## config.mk

```make
export PLATFORM = sky130hd
export DESIGN_NAME = wdg_keyed_top
export DESIGN_NICKNAME = d
export VERILOG_FILES = /design/src/rtl/wdg_pkg.sv /design/src/rtl/wdg_tick_gen.sv /design/src/rtl/wdg_key_gate.sv /design/src/rtl/wdg_expiry_ctr.sv /design/src/rtl/wdg_keyed_top.sv
export SDC_FILE = /design/constraint.sdc
export NUM_CORES = 1
export LEC_CHECK = 0
export BUFFER_PORTS_ARGS = -buffer_cell sky130_fd_sc_hd__buf_2
export CORE_MARGIN = 2
export CORE_UTILIZATION = 41
export CTS_CLUSTER_DIAMETER = 200
export DETAILED_ROUTE_END_ITERATION = 8
export PLACE_DENSITY_LB_ADDON = 0.12
export SYNTH_ARGS = -nofsm -noshare
export SYNTH_HDL_FRONTEND = slang
export SYNTH_HIERARCHICAL = 1
export SYNTH_SLANG_ARGS = --single-unit
```

## constraint.sdc

```tcl
create_clock -name clk -period 3 [get_ports clk]
set_input_delay 0.45 -clock clk [delete_from_list [all_inputs] [get_ports clk]]
set_output_delay 0.45 -clock clk [all_outputs]
set_load 0.02 [all_outputs]
```

## src/rtl/wdg_pkg.sv

```systemverilog
package wdg_pkg;
  localparam int unsigned WORD_W   = 32;
  localparam int unsigned KEY_W    = 7;
  localparam int unsigned RELOAD_W = 8;
  localparam int unsigned ST_STAGE = 0;
  localparam int unsigned ST_RUN   = 1;
  localparam logic [7:0]  OFF_CTRL = 8'h40;
  localparam logic [7:0]  OFF_STAT = 8'h44;

  // control word: key [15:9], run [8], reload [7:0], free upper half
  typedef struct packed {
    logic [15:0]         spare;
    logic [KEY_W-1:0]    key;
    logic                run;
    logic [RELOAD_W-1:0] reload;
  } wdg_ctrl_t;

  function automatic logic [KEY_W-1:0] key_expect(input logic [KEY_W-1:0] prev);
    return ~prev;
  endfunction
endpackage

```

## src/rtl/wdg_tick_gen.sv

```systemverilog
module wdg_tick_gen #(
  parameter int unsigned TICK_DIV = 131579
) (
  input  logic clk,
  input  logic rst_n,
  input  logic restart,
  output logic tick
);
  generate
    if (TICK_DIV <= 1) begin : g_passthru
      assign tick = 1'b1;
    end else begin : g_div
      localparam int unsigned PW = $clog2(TICK_DIV);
      localparam logic [PW-1:0] LAST = PW'(TICK_DIV - 1);
      logic [PW-1:0] pre_q;

      always_ff @(posedge clk or negedge rst_n) begin
        if (!rst_n)            pre_q <= '0;
        else if (restart)      pre_q <= '0;
        else if (pre_q == LAST) pre_q <= '0;
        else                   pre_q <= pre_q + 1'b1;
      end

      assign tick = (pre_q == LAST);
    end
  endgenerate
endmodule

```

## src/rtl/wdg_key_gate.sv

```systemverilog
module wdg_key_gate
  import wdg_pkg::*;
#(
  parameter int unsigned ADDR_W = 8
) (
  input  logic              clk,
  input  logic              rst_n,
  input  logic              wr,
  input  logic [ADDR_W-1:0] addr,
  input  logic [WORD_W-1:0] wdata,
  output wdg_ctrl_t         ctrl_q,
  output logic              accept
);
  wdg_ctrl_t incoming;
  logic      hit;
  logic      key_ok;

  assign incoming = wdg_ctrl_t'(wdata);
  assign hit      = wr && (addr == ADDR_W'(OFF_CTRL));
  assign key_ok   = !ctrl_q.run || (incoming.key == key_expect(ctrl_q.key));
  assign accept   = hit && key_ok;

  always_ff @(posedge clk or negedge rst_n) begin
    if (!rst_n)      ctrl_q <= '0;
    else if (accept) ctrl_q <= incoming;
  end
endmodule

```

## src/rtl/wdg_expiry_ctr.sv

```systemverilog
module wdg_expiry_ctr
  import wdg_pkg::*;
#(
  parameter int unsigned GRACE_TICKS = 10
) (
  input  logic                clk,
  input  logic                rst_n,
  input  logic                tick,
  input  logic                load,
  input  logic                start,
  input  logic [RELOAD_W-1:0] reload,
  output logic                running,
  output logic                stage,
  output logic                nmi,
  output logic                rst_req
);
  localparam int unsigned LOAD_MAX = 1 << RELOAD_W;
  localparam int unsigned TOP_VAL  = (LOAD_MAX > GRACE_TICKS) ? LOAD_MAX : GRACE_TICKS;
  localparam int unsigned CW       = $clog2(TOP_VAL + 1);

  logic [CW-1:0] ctr_q;
  logic [CW-1:0] load_ticks;
  logic          last_tick;

  assign load_ticks = (reload == '0) ? CW'(LOAD_MAX) : CW'(reload);
  assign last_tick  = running && tick && (ctr_q <= CW'(1));

  always_ff @(posedge clk or negedge rst_n) begin
    if (!rst_n) begin
      ctr_q   <= '0;
      running <= 1'b0;
      stage   <= 1'b0;
      nmi     <= 1'b0;
      rst_req <= 1'b0;
    end else if (load) begin
      ctr_q   <= load_ticks;
      running <= start;
      stage   <= 1'b0;
      nmi     <= 1'b0;
      rst_req <= 1'b0;
    end else begin
      rst_req <= 1'b0;
      if (last_tick) begin
        if (!stage) begin
          stage <= 1'b1;
          nmi   <= 1'b1;
          ctr_q <= CW'(GRACE_TICKS);
        end else begin
          rst_req <= 1'b1;
          running <= 1'b0;
          ctr_q   <= '0;
        end
      end else if (running && tick) begin
        ctr_q <= ctr_q - 1'b1;
      end
    end
  end
endmodule

```

## src/rtl/wdg_keyed_top.sv

```systemverilog
module wdg_keyed_top
  import wdg_pkg::*;
#(
  parameter int unsigned ADDR_W      = 8,
  parameter int unsigned TICK_DIV    = 131579,
  parameter int unsigned GRACE_TICKS = 10
) (
  input  logic              clk,
  input  logic              rst_n,
  input  logic              reg_wr,
  input  logic [ADDR_W-1:0] reg_addr,
  input  logic [31:0]       reg_wdata,
  output logic [31:0]       reg_rdata,
  output logic              nmi_o,
  output logic              rst_req_o
);
  wdg_ctrl_t ctrl_q;
  logic      accept;
  logic      tick;
  logic      running;
  logic      stage;

  wdg_key_gate #(.ADDR_W(ADDR_W)) u_gate (
    .clk    (clk),
    .rst_n  (rst_n),
    .wr     (reg_wr),
    .addr   (reg_addr),
    .wdata  (reg_wdata),
    .ctrl_q (ctrl_q),
    .accept (accept)
  );

  wdg_tick_gen #(.TICK_DIV(TICK_DIV)) u_tick (
    .clk     (clk),
    .rst_n   (rst_n),
    .restart (accept),
    .tick    (tick)
  );

  wdg_expiry_ctr #(.GRACE_TICKS(GRACE_TICKS)) u_ctr (
    .clk     (clk),
    .rst_n   (rst_n),
    .tick    (tick),
    .load    (accept),
    .start   (reg_wdata[8]),
    .reload  (reg_wdata[RELOAD_W-1:0]),
    .running (running),
    .stage   (stage),
    .nmi     (nmi_o),
    .rst_req (rst_req_o)
  );

  always_comb begin
    reg_rdata = '0;
    if (reg_addr == ADDR_W'(OFF_CTRL)) begin
      reg_rdata = ctrl_q;
    end else if (reg_addr == ADDR_W'(OFF_STAT)) begin
      reg_rdata[ST_STAGE] = stage;
      reg_rdata[ST_RUN]   = running;
    end
  end
endmodule

```

Word-level counts from Yosys, hierarchy flattened
Index checks and enable logic that the tools add are counted.
{"block": "op_classes", "bitwise": 1, "mux": 21, "add_sub_neg": 2, "eq_ne": 5, "order_cmp": 1, "reduce_logical": 12}
{"cell": "$mux W18", "n": 2}
{"cell": "$mux W9", "n": 4}
{"cell": "$mux W30", "n": 1}
{"cell": "$add A18 B1 Y18 const B", "n": 1}
{"cell": "$eq A18 B18 Y1 const B", "n": 1}
{"cell": "$eq A8 B7 Y1 const B", "n": 2}
{"cell": "$mux W1", "n": 11}
{"cell": "$le A9 B1 Y1 const B", "n": 1}
{"cell": "$sub A9 B1 Y9 const B", "n": 1}
{"cell": "$logic_not A8 Y1", "n": 1}
{"cell": "$eq A7 B7 Y1", "n": 1}
{"cell": "$not A7 Y7", "n": 1}
{"cell": "$logic_and A1 B1 Y1", "n": 4}
{"cell": "$mux W2", "n": 2}
{"cell": "$mux W4", "n": 1}
{"cell": "$reduce_and A2 Y1", "n": 2}
{"cell": "$reduce_bool A2 Y1", "n": 2}
{"cell": "$reduce_bool A3 Y1", "n": 1}
{"cell": "$ne A2 B2 Y1 const B", "n": 1}
{"cell": "$logic_not A1 Y1", "n": 1}
{"cell": "$logic_or A1 B1 Y1", "n": 1}
{"block": "totals", "register_bits": 63, "in_bits": 43, "output_inout_bits": 34, "elab_cells": 52}

Logic depth before layout (Yosys ltp)
Gate-level depths: netlist of the first run.
{"block": "logic_depth", "depth_word": 6, "depth_mapped": 9, "ltp_nobuf": 8}

Modules after synthesis
Netlist of the first run, hierarchy kept.
{"mod": "wdg_key_gate", "cells_per_inst": 236, "seq_area_each_um2": 800.8, "n_inst": 1, "area_per_inst_um2": 2135.8}
{"mod": "wdg_tick_gen", "cells_per_inst": 91, "seq_area_each_um2": 450.4, "n_inst": 1, "area_per_inst_um2": 920.9}
{"mod": "wdg_expiry_ctr", "cells_per_inst": 85, "seq_area_each_um2": 325.3, "n_inst": 1, "area_per_inst_um2": 827.0}
{"mod": "wdg_keyed_top", "cells_per_inst": 74, "seq_area_each_um2": 0.0, "n_inst": 1, "area_per_inst_um2": 520.5}

Worst setup path after synthesis of the first run
No wires, ideal clock.
{"block": "synth_path", "path_kind": "register -> register", "from": "register u_tick.g_div.pre_q[13]", "to": "register u_ctr.ctr_q[4]", "setup_time_ps": 134, "stages_incl_launch_ff": 7, "period_less_slack_ps": 2248, "t_required_ps": 2866, "n_path_buf": 0, "path_slack_ps": 752, "arrival_ps": 2114, "cell_sequence": "dfrtp_1 or4_4 nor4_1 nand3_1 o31a_2 a31oi_1 o21ai_1"}
{"block": "synth_via", "elab_chain_len": 5, "elab_cells_between_ends": 6, "classes_between": "eq/ne: 1; mux: 2; reduce/logical: 3"}
{"element": "start, declared", "line_no": "wdg_tick_gen.sv:15", "rtl": "logic [PW-1:0] pre_q;"}
{"element": "start signal, assigned", "line_no": "wdg_tick_gen.sv:21", "rtl": "else pre_q <= pre_q + 1'b1;"}
{"element": "$eq A18 B18 Y1 (*)", "line_no": "wdg_tick_gen.sv:24", "rtl": "assign tick = (pre_q == LAST);"}
{"element": "net tick", "line_no": "wdg_keyed_top.sv:19", "rtl": "logic tick;"}
{"element": "$logic_and A1 B1 Y1 (*)", "line_no": "wdg_expiry_ctr.sv:26, wdg_expiry_ctr.sv:53"}
{"element": "$logic_and A1 B1 Y1", "line_no": "wdg_expiry_ctr.sv:26", "rtl": "assign last_tick = running && tick && (ctr_q <= CW'(1));"}
{"element": "$mux W9", "line_no": "wdg_expiry_ctr.sv:43", "rtl": "if (last_tick) begin"}
{"element": "$mux W9", "line_no": "wdg_expiry_ctr.sv:35", "rtl": "end else if (load) begin"}
{"element": "end signal, assigned", "line_no": "wdg_expiry_ctr.sv:36", "rtl": "ctr_q <= load_ticks;"}
{"element": "end signal, assigned", "line_no": "wdg_expiry_ctr.sv:47", "rtl": "ctr_q <= CW'(GRACE_TICKS);"}
{"element": "end signal, assigned", "line_no": "wdg_expiry_ctr.sv:54", "rtl": "ctr_q <= ctr_q - 1'b1;"}
{"element": "end, declared", "line_no": "wdg_expiry_ctr.sv:21", "rtl": "logic [CW-1:0] ctr_q;"}
The timed path passes the listed nets; every way through them passes the cells marked *.
A chain may end at the register's enable or synchronous reset.

Worst setup path in the final report of the first run
{"block": "layout_path", "from": "register u_tick.g_div.pre_q[13]", "to": "register u_ctr.ctr_q[7]"}
Same word-level chain as after synthesis.

==> results of run 1 <==
-- registers in the layout, summed over array words and instances (netlist names) --
| signal | flops |
|---|---|
| u_gate/ctrl_q | 32 |
| u_ctr/stage | 1 |
| u_ctr/rst_req | 1 |
| u_ctr/ctr_q | 9 |
| u_ctr/nmi | 1 |
| u_ctr/running | 1 |
| u_tick/g_div.pre_q | 18 |
-- critical path: cells and delay by family (launching register included) --
kind | cells | cell delay, ns
AOI/OAI and AO/OA | 1 | 0.08
and+or+nand+nor | 4 | 1.71
DFF | 1 | 0.43
muxes | 1 | 0.17
-- cells by family after synthesis --
| logic type | after synthesis | synth area share, % |
|---|---|---|
| muxes | 5 | 1.14 |
| AOI/OAI and AO/OA | 57 | 10.5 |
| and+or+nand+nor | 251 | 38.2 |
| buffers and inverters | 83 | 8.61 |
| adders and majority gates | 4 | 1.14 |
| xor gates and xnor gates | 23 | 4.57 |
| DFF | 63 | 35.8 |
-- power breakdown --
part | internal (mW) | switching [mW]
Clock | 0.594 | 0.352
Sequential | 0.982 | 0.148
Combinational | 0.197 | 0.342
-- synth_stat cells (6+ instances only) --
| library cell | instances | area, µm² |
|---|---|---|
| nor4_1 | 9 | 56.3 |
| xnor2_1 | 11 | 96.3 |
| nor2_1 | 24 | 90.1 |
| nand4_1 | 69 | 432 |
| inv_1 | 40 | 150 |
| buf_2 | 6 | 30.0 |
| nand3_1 | 10 | 50.1 |
| nand2_1 | 14 | 52.6 |
| clkbuf_1 | 26 | 97.6 |
| dfrtp_1 | 63 | 1580 |
| nand2b_1 | 32 | 200 |
| nor3_1 | 8 | 40.0 |
| o211ai_1 | 31 | 233 |
| nand3b_1 | 32 | 240 |
| nor3_2 | 30 | 300 |
| xor2_1 | 12 | 105 |
-- layout make-up --
class                   instances  area share [%]
multi-input cells             340            48.3
flip-flops and latches         63            31.1
repair buffers                 88            9.52
well taps                     136            3.35
clock buffers                  12            3.06
inverters                      40            2.96
clock inverters                 3            1.78
-- layout by cell type (no fill, tap or decap), types with 2 or more instances in the layout --
cell       synthesis  layout
a21oi_1            4       4
ha_1               4       4
dfrtp_1           63      63
a31oi_1            3       3
nand4_1           69      69
nor2_1            24      24
clkbuf_8           0      11
nand3_1           10      10
xnor2_1           11      11
xor2_1            12      12
or3_1              2       2
nand3b_1          32      32
nand2_1           14      14
nor3_1             8       8
o221ai_2           2       2
and2_1             3       3
buf_2              6      76
nor3_2            30      30
o211ai_1          31      31
inv_1             40      40
nor4_4             2       2
buf_4              5      11
bufinv_16          0       3
nand4b_1           3       3
nand2b_1          32      32
and3_1             3       3
mux2i_1            5       5
o21ai_1            4       4
and4_1             2       2
nor4_1             9       9
-- routing by layer --
layer	up-vias	part of all wire, %
li1	1884	-
met1	1905	48
met2	90	46
met3	6	4.6
met4	0	0.90
met5	-	0
-- per-stage QoR --
| stage | total power, mW | setup slack, ns | hold slack (ns) | utilization, % |
|---|---|---|---|---|
| floorplan | 1.49 | 0.752 | 0.154 | - |
| global placement | 1.67 | 0.554 | 0.473 | 46.6 |
| detailed placement | 1.69 | 0.484 | 0.484 | 46.6 |
| CTS | 2.63 | 0.496 | 0.174 | 48.9 |
| global route | 2.77 | 0.337 | 0.193 | 48.9 |
| finish | 2.61 | 0.496 | 0.147 | 48.9 |
-- path summary, 6_finish.rpt --
path | cells past startpoint | endpoint
worst max-delay path | 6 | u_ctr/ctr_q[7]
worst min-delay path | 1 | u_ctr/ctr_q[7]
worst max register to register | 6 | u_ctr/ctr_q[7]
worst min register to register | 1 | u_tick/g_div.pre_q[0]
max in group asynchronous | 2 | u_gate/ctrl_q[26]
min in group clk | 2 | u_ctr/running
==> flow_metrics.tcl, run 1 <==
set metrics [dict create \
    routedWlPerCell_um 17.0 \
    syn_to_final_growth_pct 15.2 \
    crit_path_max_incr_delay_ns 0.59 \
    antenna_found_initial 0 \
    route.detailed.drc 0 \
    synth_cells 486 \
    clk_latency_ns 0.35 \
    status "completed" \
    wirelength_mm 11.6 \
    die_w_um 108 \
    grt_usage_pct 20.9 \
    cts.clk_slew.worst_paths_ns 0.08 \
    ys_seq_elements 63 \
    regArea_um2 1580 \
    syn_avg_cell_area_um2 9.06 \
    power_leakage_nw 2.10 \
    synthFlopType "dfrtp_1" \
    via_per_inst 5.70 \
    reg2reg_slack_ns 0.50 \
    nFillCells 1022 \
    met3_usage_pct 4.24 \
    port-buffer-count 76 \
    place.gp.congestion 0.841 \
    fin_area_um2 5070 \
    vias 3885 \
    ant_nets 0 \
    fin_cells 682 \
    critPathCaptureType "flop" \
    placed_cell_area_um2 4830 \
    cp-start-kind "flop" \
    grt_pass1_vias 3737 \
    dp_cells 667 \
    period_minus_slack_ns 2.50 \
    ir_worst_vdd_uv 249 \
    cp.arrival_ns 2.74 \
    critPathKind "flop to flop" \
    first_pass_iters 5 \
    slowest_stage "nor4_1" \
    die_area_um2 11600 \
    post-cts-setup-buffer-count 0 \
    overflow 0 \
    slew_viol_final 0 \
    grt_use_met1_pct 29.5 \
    synth_seq_area_share_pct 35.8 \
    cts_tree "built" \
    rsz0062_at_grt "false" \
    skew_ns 0.0109 \
    post_cts_resize_count 0 \
    cp.required_ns 3.23 \
    fmax_mhz 399 \
    nets 589 \
    ys_warn_count 6 \
    grt_pass1_wl_mm 19.2 \
    multi_input_area_um2 2450 \
    period_share_pct 83.5 \
    grt_busiest_layer "met2" \
    num_rows 37 \
    async_reset_ff_share_pct 100 \
    syn_area_um2 4400 \
    initial_utilization_pct 42.5 \
    core_area_um2 10400 \
    die_y_um 108 \
    post_synth_num_cell_types 52 \
    post-dp-hpwl_mm 7.51 \
    h-tree-depth 3 \
    synth_edf_count 0 \
    cts_buffer_depth 2 \
    ctsHoldBuffers 0 \
    numCtsBuffers 9 \
    syn-num-nets 533 \
    drv_cap 0 \
    cp_max_fo 8 \
    grt_util_met2_pct 32.2 \
    antenna_cells 0 \
    r2r-start "u_tick/g_div.pre_q[13]" \
    pwr_density_cell_nw_per_um2 515 \
    grt_max_degree 65 \
    drive_above_1_share_pct 26.9 \
    finalSetupViolations 0 \
    finalHoldViolCount 0 \
    worst_pin_slew_ns 0.998 \
    worstPathCellList "or4_4 > nor4_1 > and2_1 > nand4_1 > mux2i_1 > o21ai_1" \
    fin_tns_setup_ns 0 \
    numClockSinks 63 \
    drt_iter0_drc 242 \
    ioPinCount 77 \
    cp-startpoint "u_tick/g_div.pre_q[13]" \
    cts_root_buf "clkbuf_8" \
    slew_headroom_pct 33.2 \
    hold_class "input port to asynchronous set/reset pin" \
]
No activity file was read; power rests on OpenSTA's default activity.
==> run 2: changes to the inputs <==
Settings changed: ABC_AREA set to 1.
Clock period 3 ns to 2.5 ns, I/O delays scaled along.
==> flow_metrics.tcl, run 2 <==
set metrics [dict create \
    cts_root_buf "clkbuf_8" \
    fin_tns_setup_ns 0 \
    finalSetupViolations 0 \
    yosys-top-cells-area "dfrtp_1 42%, nand2_1 13%, nand3_1 8.6%" \
    layout_common_cells "134 x nand2_1, 76 x inv_1, 76 x buf_2" \
    num_rows 35 \
    antenna_cells 0 \
    met3_usage_pct 3.55 \
    rsz0062_at_grt "false" \
    drv_cap 0 \
    via_per_inst 4.63 \
    nets 642 \
    synthFlopType "dfrtp_1" \
    fmax_mhz 529 \
    ant_nets 0 \
    cp.arrival_ns 2.11 \
    place.gp.congestion 0.859 \
    routedWlPerCell_um 11.8 \
    numClockSinks 63 \
    first_pass_iters 4 \
    cp.required_ns 2.72 \
    drive_above_1_share_pct 26.5 \
    largest_register_ffs 32 \
    core_area_um2 9110 \
    top_regs "u_gate/ctrl_q: 32 flops, u_tick/g_div.pre_q: 18 flops, u_ctr/ctr_q: 9 flops" \
    worstPathCellList "or2_2 > nor2_1 > nand3_1 > inv_1 > nand2_1 > nand2_2 > inv_2 > a41oi_1 > a21oi_2" \
    route.detailed.drc 0 \
    die_area_um2 10000 \
    cp-start-kind "flop" \
    power_mw 2.67 \
    yosysTopAreaCell "dfrtp_1" \
    grt_usage_pct 17.9 \
    p_sw_uw 751 \
    ys_warn_count 6 \
    synth_cells 515 \
    post-cts-setup-buffer-count 0 \
    cts_buffer_depth 2 \
    vias 3292 \
    power_leakage_nw 2.43 \
    overflow 0 \
    p_int_mw 1.92 \
    critPathCaptureType "flop" \
    initial_utilization_pct 41.6 \
    largest_register "u_gate/ctrl_q" \
    post_cts_resize_count 0 \
    wirelength_mm 8.42 \
    p_comb_share_pct 17.1 \
    status "completed" \
    numCtsBuffers 9 \
    setup_ws_ns 0.610 \
    synth_commonest_cells "134 x nand2_1, 76 x inv_1, 65 x nand3_1, 65 x nor2_1, 63 x dfrtp_1" \
    h-tree-depth 3 \
    ys_seq_elements 63 \
    clk_latency_ns 0.34 \
    grt_pass1_wl_mm 14.3 \
    worst_pin_slew_ns 0.814 \
    hold_class "input port to asynchronous set/reset pin" \
    slowest_stage "dfrtp_1" \
    post-dp-hpwl_mm 6.08 \
    ir_worst_vdd_uv 263 \
    post_synth_num_cell_types 31 \
    ioPinCount 77 \
    cp_max_fo 8 \
    die_w_um 100 \
    async_reset_ff_share_pct 100 \
    layout_commonest_cell "nand2_1" \
    die_y_um 100 \
    ctsHoldBuffers 0 \
    period_minus_slack_ns 1.89 \
    seqPwrFrac_pct 45.4 \
    grt_util_met2_pct 28.8 \
    syn-num-nets 562 \
    power.share.clock_pct 37.5 \
    grt_pass1_vias 3086 \
    slew_viol_final 0 \
    nFillCells 948 \
    port-buffer-count 76 \
    swShare_pct 28.1 \
    crit_path_max_incr_delay_ns 0.45 \
    period_share_pct 75.6 \
    dp_worst_setup_slack_ns 0.596 \
    critPathKind "flop to flop" \
    grt_busiest_layer "met2" \
    antenna_found_initial 0 \
    skew_ns 0.0132 \
    drt_iter0_drc 132 \
    synth_seq_area_share_pct 41.6 \
    slew_headroom_pct 45.8 \
    grt_max_degree 64 \
    synth_edf_count 0 \
    syn_avg_cell_area_um2 7.36 \
    syn_to_final_growth_pct 17.8 \
    pwr_density_cell_nw_per_um2 598 \
    syn_area_um2 3790 \
    synth.most_common_cell "nand2_1" \
    grt_use_met1_pct 24.4 \
    cts_tree "built" \
    finalHoldViolCount 0 \
    synth_top_area_share_pct 41.6 \
    cts.clk_slew.worst_paths_ns 0.07 \
]
[run 2: cell types whose count changed in the layout (fill, tap and decap cells not counted), sizes merged, moves of 5 or more]
cell,previous run,this run
buf,88,83
inv,40,80
mux2i,5,0
nand2,14,146
nand2b,32,0
nand3,10,67
nand3b,32,0
nand4,70,4
nor2,24,104
nor3,39,4
nor4,11,0
o211ai,32,0
[run 2: final timing paths]
kind / start / to / slack (ns) / cells past startpoint
worst max-delay path: u_tick/g_div.pre_q[13] / u_ctr/ctr_q[8] / 0.61 / 9
worst min-delay path: rst_n / u_gate/ctrl_q[9] / 0.22 / 2
worst max register to register: u_tick/g_div.pre_q[13] / u_ctr/ctr_q[8] / 0.61 / 9
worst min register to register: u_gate/ctrl_q[23] / u_gate/ctrl_q[23] / 0.47 / 2
max in group asynchronous: rst_n / u_ctr/ctr_q[5] / 1.75 / 2
min in group clk: reg_wdata[18] / u_gate/ctrl_q[18] / 0.27 / 3
[run 2: cell type report]
class                           count  area, µm²  area share, %
Timing Repair Buffer               83        433           9.69
Clock buffer                       13        159           3.56
Tap cell                          111        139           3.11
Multi-Input combinational cell    358       1800           40.2
Inverter                           80        300           6.72
Sequential cell                    63       1580           35.3
Clock inverter                      3       65.1           1.46
[run 2: metrics by stage]
stage	util, %	instance area, µm²	cells	hold WS, ns
floorplan	-	3790	515	0.0794
global placement	46.6	4240	695	0.454
detailed placement	46.6	4240	695	0.458
CTS	49.1	4470	711	0.248
global route	49.1	4470	711	0.269
finish	49.1	4470	711	0.215
[run 2: cell families (layout without fill, tap and decap cells)]
kind of cell             after synthesis  count (layout)  synth area share (%)
XOR/XNOR                              17              17                  3.93
AO/OA/AOI/OAI                          9               9                  1.45
flip-flops                            63              63                  41.6
AND/OR/NAND/NOR                      327             327                  40.3
buffers and inverters                 94             179                  11.1
adder cells (fa/ha/maj)                4               4                  1.32
multiplexers                           1               1                 0.297
[run 2: critical path: cells and delay by family (launching register included)]
family | cells | cell delay (ns)
AOI/OAI and AO/OA | 2 | 0.29
buffers and inverters | 2 | 0.17
DFF | 1 | 0.45
and+or+nand+nor | 5 | 0.86
[run 2: power by group through the flow]
stage	Sequential, mW	Clock (mW)	Combinational [mW]
floorplan	1.21	0	0.346
global placement	1.23	0	0.457
detailed placement	1.23	0	0.463
CTS	1.21	1.03	0.466
global route	1.23	1.09	0.532
finish	1.21	1.00	0.457
[run 2: routing by layer]
metal	up-vias	wire length [µm]
met5	-	0
met4	0	61
met3	7	447
met2	74	3910
met1	1489	4000
li1	1722	-
